$ cat config.mk
export PLATFORM = sky130hd
export DESIGN_NAME = gpio_edge_ctrl
export DESIGN_NICKNAME = d
export VERILOG_FILES = /design/src/rtl/gpio_edge_pkg.sv /design/src/rtl/gpio_sync.sv /design/src/rtl/gpio_edge_det.sv /design/src/rtl/gpio_regfile.sv /design/src/rtl/gpio_edge_ctrl.sv
export SDC_FILE = /design/constraint.sdc
export NUM_CORES = 1
export LEC_CHECK = 0
export BUFFER_PORTS_ARGS = -buffer_cell sky130_fd_sc_hd__clkbuf_2
export CAP_MARGIN = 30
export CORE_ASPECT_RATIO = 1.5
export CORE_UTILIZATION = 58
export CTS_CLUSTER_DIAMETER = 30
export DETAILED_ROUTE_END_ITERATION = 10
export HOLD_SLACK_MARGIN = 0.08
export PLACE_DENSITY = 0.92
export SYNTH_ARGS = -nofsm -noshare
export SYNTH_HDL_FRONTEND = slang
export SYNTH_HIERARCHICAL = 1
export SYNTH_SLANG_ARGS = --single-unit
$ cat constraint.sdc
create_clock -name clk -period 3.8 [get_ports clk]
set_input_delay 0.57 -clock clk [delete_from_list [all_inputs] [get_ports clk]]
set_output_delay 0.57 -clock clk [all_outputs]
set_load 0.01 [all_outputs]
$ cat src/rtl/gpio_edge_pkg.sv
package gpio_edge_pkg;
    typedef enum logic [2:0] {
        SEL_LEVEL = 3'd0,
        SEL_DIR   = 3'd1,
        SEL_SET   = 3'd2,
        SEL_CLR   = 3'd3,
        SEL_RISE  = 3'd4,
        SEL_FALL  = 3'd5,
        SEL_STAT  = 3'd6,
        SEL_ALT   = 3'd7
    } reg_sel_e;
endpackage

$ cat src/rtl/gpio_sync.sv
module gpio_sync #(
    parameter int WIDTH  = 28,
    parameter int STAGES = 2
) (
    input  logic             clk,
    input  logic             rst_n,
    input  logic [WIDTH-1:0] async_i,
    output logic [WIDTH-1:0] sync_o
);
    logic [WIDTH-1:0] chain_q [STAGES];
    logic [WIDTH-1:0] chain_d [STAGES];

    generate
        for (genvar s = 0; s < STAGES; s++) begin : g_stage
            if (s == 0) begin : g_first
                assign chain_d[s] = async_i;
            end else begin : g_next
                assign chain_d[s] = chain_q[s-1];
            end
            always_ff @(posedge clk or negedge rst_n) begin
                if (!rst_n) chain_q[s] <= '0;
                else        chain_q[s] <= chain_d[s];
            end
        end
    endgenerate

    assign sync_o = chain_q[STAGES-1];
endmodule

$ cat src/rtl/gpio_edge_det.sv
module gpio_edge_det #(
    parameter int WIDTH = 28
) (
    input  logic             clk,
    input  logic             rst_n,
    input  logic [WIDTH-1:0] sync_i,
    input  logic [WIDTH-1:0] rise_en_i,
    input  logic [WIDTH-1:0] fall_en_i,
    input  logic [WIDTH-1:0] clr_i,
    output logic [WIDTH-1:0] status_o
);
    typedef struct packed {
        logic [WIDTH-1:0] prev;
        logic [WIDTH-1:0] status;
    } det_state_t;

    det_state_t st_d, st_q;
    logic [WIDTH-1:0] hit;

    always_comb begin
        st_d        = st_q;
        hit         = (sync_i & ~st_q.prev & rise_en_i) |
                      (~sync_i & st_q.prev & fall_en_i);
        st_d.prev   = sync_i;
        st_d.status = (st_q.status & ~clr_i) | hit;
    end

    always_ff @(posedge clk or negedge rst_n) begin
        if (!rst_n) st_q <= '0;
        else        st_q <= st_d;
    end

    assign status_o = st_q.status;

    // a detected edge survives a clear in the same cycle
    p_set_wins_r7: assert property (@(posedge clk) disable iff (!rst_n)
        (hit != '0) |=> ((status_o & $past(hit)) == $past(hit)));

    // bits written with 1 and not hit are cleared
    p_w1c_r6: assert property (@(posedge clk) disable iff (!rst_n)
        (clr_i != '0) |=> ((status_o & $past(clr_i & ~hit)) == '0));

    // with no clear and no edge the status holds
    p_hold_r6: assert property (@(posedge clk) disable iff (!rst_n)
        (clr_i == '0 && hit == '0) |=> $stable(status_o));

    // a newly set bit always had an enabled edge behind it
    p_no_spurious_r5: assert property (@(posedge clk) disable iff (!rst_n)
        1'b1 |=> ((status_o & ~$past(status_o) &
                   ~$past((sync_i & ~st_q.prev & rise_en_i) |
                          (~sync_i & st_q.prev & fall_en_i))) == '0));
endmodule

$ cat src/rtl/gpio_regfile.sv
module gpio_regfile
    import gpio_edge_pkg::*;
#(
    parameter int N      = 28,
    parameter int DATA_W = 32,
    parameter int ADDR_W = 5
) (
    input  logic              clk,
    input  logic              rst_n,
    input  logic              wr_i,
    input  logic [ADDR_W-1:0] addr_i,
    input  logic [DATA_W-1:0] wdata_i,
    output logic [DATA_W-1:0] rdata_o,
    input  logic [N-1:0]      level_i,
    input  logic [N-1:0]      status_i,
    output logic [N-1:0]      dir_o,
    output logic [N-1:0]      out_o,
    output logic [N-1:0]      rise_en_o,
    output logic [N-1:0]      fall_en_o,
    output logic [N-1:0]      alt_o,
    output logic [N-1:0]      clr_o
);
    typedef struct packed {
        logic [N-1:0] dir;
        logic [N-1:0] outv;
        logic [N-1:0] rise;
        logic [N-1:0] fall;
        logic [N-1:0] alt;
    } cfg_state_t;

    cfg_state_t st_d, st_q;
    reg_sel_e   sel;
    logic [N-1:0] wd;
    logic [N-1:0] rd;
    logic unused_bits;

    assign sel = reg_sel_e'(addr_i[ADDR_W-1:2]);
    assign wd  = wdata_i[N-1:0];
    assign unused_bits = ^{wdata_i[DATA_W-1:N], addr_i[1:0]};

    always_comb begin
        st_d  = st_q;
        clr_o = '0;
        if (wr_i) begin
            case (sel)
                SEL_DIR:  st_d.dir  = wd;
                SEL_SET:  st_d.outv = st_q.outv | wd;
                SEL_CLR:  st_d.outv = st_q.outv & ~wd;
                SEL_RISE: st_d.rise = wd;
                SEL_FALL: st_d.fall = wd;
                SEL_STAT: clr_o     = wd;
                SEL_ALT:  st_d.alt  = wd;
                default:  ;
            endcase
        end
    end

    always_ff @(posedge clk or negedge rst_n) begin
        if (!rst_n) st_q <= '0;
        else        st_q <= st_d;
    end

    always_comb begin
        case (sel)
            SEL_LEVEL: rd = level_i;
            SEL_DIR:   rd = st_q.dir;
            SEL_RISE:  rd = st_q.rise;
            SEL_FALL:  rd = st_q.fall;
            SEL_STAT:  rd = status_i;
            SEL_ALT:   rd = st_q.alt;
            default:   rd = '0;
        endcase
    end

    assign rdata_o   = {{(DATA_W-N){1'b0}}, rd};
    assign dir_o     = st_q.dir;
    assign out_o     = st_q.outv;
    assign rise_en_o = st_q.rise;
    assign fall_en_o = st_q.fall;
    assign alt_o     = st_q.alt;

    // set mask drives selected latches high
    p_set_mask_r3: assert property (@(posedge clk) disable iff (!rst_n)
        (wr_i && sel == SEL_SET) |=> ((out_o & $past(wd)) == $past(wd)));

    // clear mask drives selected latches low, others keep value
    p_clr_mask_r3: assert property (@(posedge clk) disable iff (!rst_n)
        (wr_i && sel == SEL_CLR) |=>
            (out_o == ($past(out_o) & ~$past(wd))));

    // direction only changes through its own write
    p_dir_stable_r2: assert property (@(posedge clk) disable iff (!rst_n)
        !(wr_i && sel == SEL_DIR) |=> $stable(dir_o));
endmodule

$ cat src/rtl/gpio_edge_ctrl.sv
module gpio_edge_ctrl #(
    parameter int N         = 28,
    parameter int N_DEDIC   = 11,
    parameter int DATA_W    = 32,
    parameter int ADDR_W    = 5,
    parameter int SYNC_STG  = 2
) (
    input  logic              clk,
    input  logic              rst_n,
    input  logic              bus_wr,
    input  logic [ADDR_W-1:0] bus_addr,
    input  logic [DATA_W-1:0] bus_wdata,
    output logic [DATA_W-1:0] bus_rdata,
    input  logic [N-1:0]      pin_in,
    output logic [N-1:0]      pin_out,
    output logic [N-1:0]      pin_oe,
    output logic [N-1:0]      alt_sel,
    output logic [N_DEDIC-1:0] irq_line,
    output logic              irq_shared
);
    localparam int N_SHARED = N - N_DEDIC;

    logic [N-1:0] level, status, rise_en, fall_en, clr;

    gpio_sync #(.WIDTH(N), .STAGES(SYNC_STG)) u_sync (
        .clk(clk), .rst_n(rst_n), .async_i(pin_in), .sync_o(level)
    );

    gpio_edge_det #(.WIDTH(N)) u_det (
        .clk(clk), .rst_n(rst_n), .sync_i(level),
        .rise_en_i(rise_en), .fall_en_i(fall_en),
        .clr_i(clr), .status_o(status)
    );

    gpio_regfile #(.N(N), .DATA_W(DATA_W), .ADDR_W(ADDR_W)) u_regs (
        .clk(clk), .rst_n(rst_n), .wr_i(bus_wr), .addr_i(bus_addr),
        .wdata_i(bus_wdata), .rdata_o(bus_rdata),
        .level_i(level), .status_i(status),
        .dir_o(pin_oe), .out_o(pin_out), .rise_en_o(rise_en),
        .fall_en_o(fall_en), .alt_o(alt_sel), .clr_o(clr)
    );

    generate
        for (genvar i = 0; i < N_DEDIC; i++) begin : g_dedic
            assign irq_line[i] = status[i];
        end
    endgenerate

    assign irq_shared = |status[N-1 -: N_SHARED];

    // shared interrupt cannot rise without an upper-line edge enabled
    p_shared_src_r9: assert property (@(posedge clk) disable iff (!rst_n)
        $rose(irq_shared) |-> ($past(rise_en[N-1 -: N_SHARED] |
                                     fall_en[N-1 -: N_SHARED]) != '0));
endmodule

==> results_dict.tcl <==
set metrics [dict create \
    die-area_mm2 0.0197 \
    wl_per_cell_um 20.6 \
    ys_seq_area_share_pct 56.9 \
    htree_levels 2 \
    netlist_top_cells_area "dfrtp_1 57%, mux2_2 10%, mux2i_1 6.8%" \
    pin_count 196 \
    ys_warn_count 6 \
    fmax_mhz 333 \
    path_max_fanout 29 \
    cp.arrival_ps 2430 \
    drtPass1Iterations 5 \
    p_leak_nw 6.31 \
    seq_area_mm2 0.00631 \
    ys_ff_latch 252 \
    antenna_found_initial 2 \
    detail_route.vias_per_cell 5.77 \
    drc 0 \
    synth-edff-count 0 \
    synth.distinct_cells 37 \
    tns_ps 0 \
    clock-sinks 252 \
    worstSkewPairLatency_ps 500 \
    nFillCells 1276 \
    synthFlopType "dfrtp_1" \
    cp.required_ps 3230 \
    worstMarginPinSlew_ps 822 \
    post_cts_buffers 0 \
    cp-end-kind "output pin" \
    syn_inst 849 \
    period_share_pct 79.0 \
    grt_max_degree 109 \
    postSynthAreaPerCell_um2 13.1 \
    fin_util_pct 71.2 \
    wl_um 26700 \
    worstHoldPathType "in2async" \
    startpoint_type "primary input" \
    relSlewSlack_pct 45.2 \
    grt_setup_unrepaired "no" \
    multi_input_area_mm2 0.00415 \
    antenna_left 0 \
    core_mm2 0.0186 \
    synth_most_common_cell "dfrtp_1" \
    initial_core_util_pct 59.5 \
    cts_buffer_depth 3 \
    vias 7500 \
    portBuffers 185 \
    grt_pass1_vias 7875 \
    async_reset_ff_share_pct 100 \
    cts_buffers 38 \
    irDropWorstVdd_mv 0.416 \
    status "finished, final reports clean" \
    grt_pass1_wl_um 41800 \
    cts_resized 0 \
    syn_area_mm2 0.0111 \
    yosys.area.top_type "dfrtp_1" \
    cts_hold_buf 0 \
    maxSlewViolCount 0 \
    criticalPathCategory "in2out" \
    die_h_um 171 \
    cts.reportedPaths.clkPinSlew_ps 50 \
    finalNetCount 1086 \
    gp_congestion 0.781 \
    maxCapViolCount 0 \
    fin_worst_skew_ps 8.96 \
    gr-usage-all-layers_pct 28.0 \
    drive_gt1_share_pct 38.2 \
    dpl.hpwl_um 16500 \
    root_buffer "clkbuf_16" \
    dieWidth_um 115 \
    synth_top_area_share_pct 56.9 \
    drtIter0Drc 492 \
    powerDensity_mw_per_mm2 617 \
    overflow 0 \
    hold_viol 0 \
    setup_viol 0 \
    syn2layout_area_growth_pct 19.6 \
    num_rows 61 \
    cts_tree "yes" \
    post-route-min-period_ps 3000 \
    synthTopCellsByCount "252 x dfrtp_1, 101 x mux2_2, 75 x mux2i_1" \
]
-- per-layer routing --
layer  vias to the layer above  routed length, um  track usage (%)
met5                         -                  0                0
met2                       283              14000             48.3
li1                       3306                  -                -
met4                         0               1050             13.3
met1                      3833              10200             33.3
met3                        78               1470             5.60
-- logic make-up (layout without fill, tap and decap cells) --
| logic type | after synthesis | in the layout | synth area share (%) |
|---|---|---|---|
| flops | 252 | 252 | 56.9 |
| mux | 205 | 205 | 20.0 |
| simple gates | 183 | 183 | 9.49 |
| buf+inv | 105 | 298 | 5.84 |
| compound gates | 103 | 103 | 7.80 |
| other cells | 1 | 6 | 0.0338 |
-- placed cells by master, fill, tap and decap left out, types with 10 or more instances in the layout --
cell type and n:
mux2_1 29, a22o_1 10, nand2_1 62, nand2b_1 28
nand3_1 20, o211ai_2 28, mux2_2 101, mux2i_1 75
buf_4 17, o21ai_0 32, clkbuf_16 41, clkbuf_2 181
nand3b_1 31, inv_1 29, dfrtp_1 252, and2_1 28
-- power by group --
| part | internal, mW | leakage (nW) | switching [mW] |
|---|---|---|---|
| Clock | 2.19 | 0.616 | 1.23 |
| Sequential | 3.11 | 2.91 | 0.332 |
| Combinational | 0.627 | 2.78 | 0.698 |
-- final timing paths --
path	start	to	slack, ps	cells past startpoint
worst max register to register	u_regs/dir_o[1]	u_regs/dir_o[1]	2960	1
max in group asynchronous	rst_n	u_regs/alt_o[27]	2750	2
worst min-delay path	rst_n	u_regs/alt_o[10]	90	1
min in group clk	pin_in[13]	u_sync/chain_d[13]	170	1
worst max-delay path	bus_addr[3]	bus_rdata[19]	800	6
worst min register to register	u_sync/chain_d[27]	u_sync/sync_o[27]	340	0
-- per-stage QoR --
step                cells  hold slack (ps)  power [mW]  setup WS, ps  area (um2)
detailed placement   1230              335        4.78           811       12000
global placement     1229              332        4.70           807       12000
finish               1299             89.6        8.19           796       13300
floorplan             852              274        4.25          1720       11100
CTS                  1297              147        8.23           798       13300
global route         1299              147        8.53           684       13300
-- worst max-delay path: stages --
cell and delay, ps:
buf_2 590, buf_4 360, mux2_2 360, a221oi_1 270
a21oi_1 90, clkbuf_2 180
-- area by class of cell --
class | instances | share of cell area (%)
Inverter | 29 | 0.821
Clock buffer | 51 | 8.32
Multi-Input combinational cell | 495 | 31.3
Antenna cell | 2 | 0.0378
Clock inverter | 16 | 1.29
Tap cell | 252 | 2.38
Sequential cell | 252 | 47.6
Timing Repair Buffer | 202 | 8.25
No activity file was read; power rests on OpenSTA's default activity.
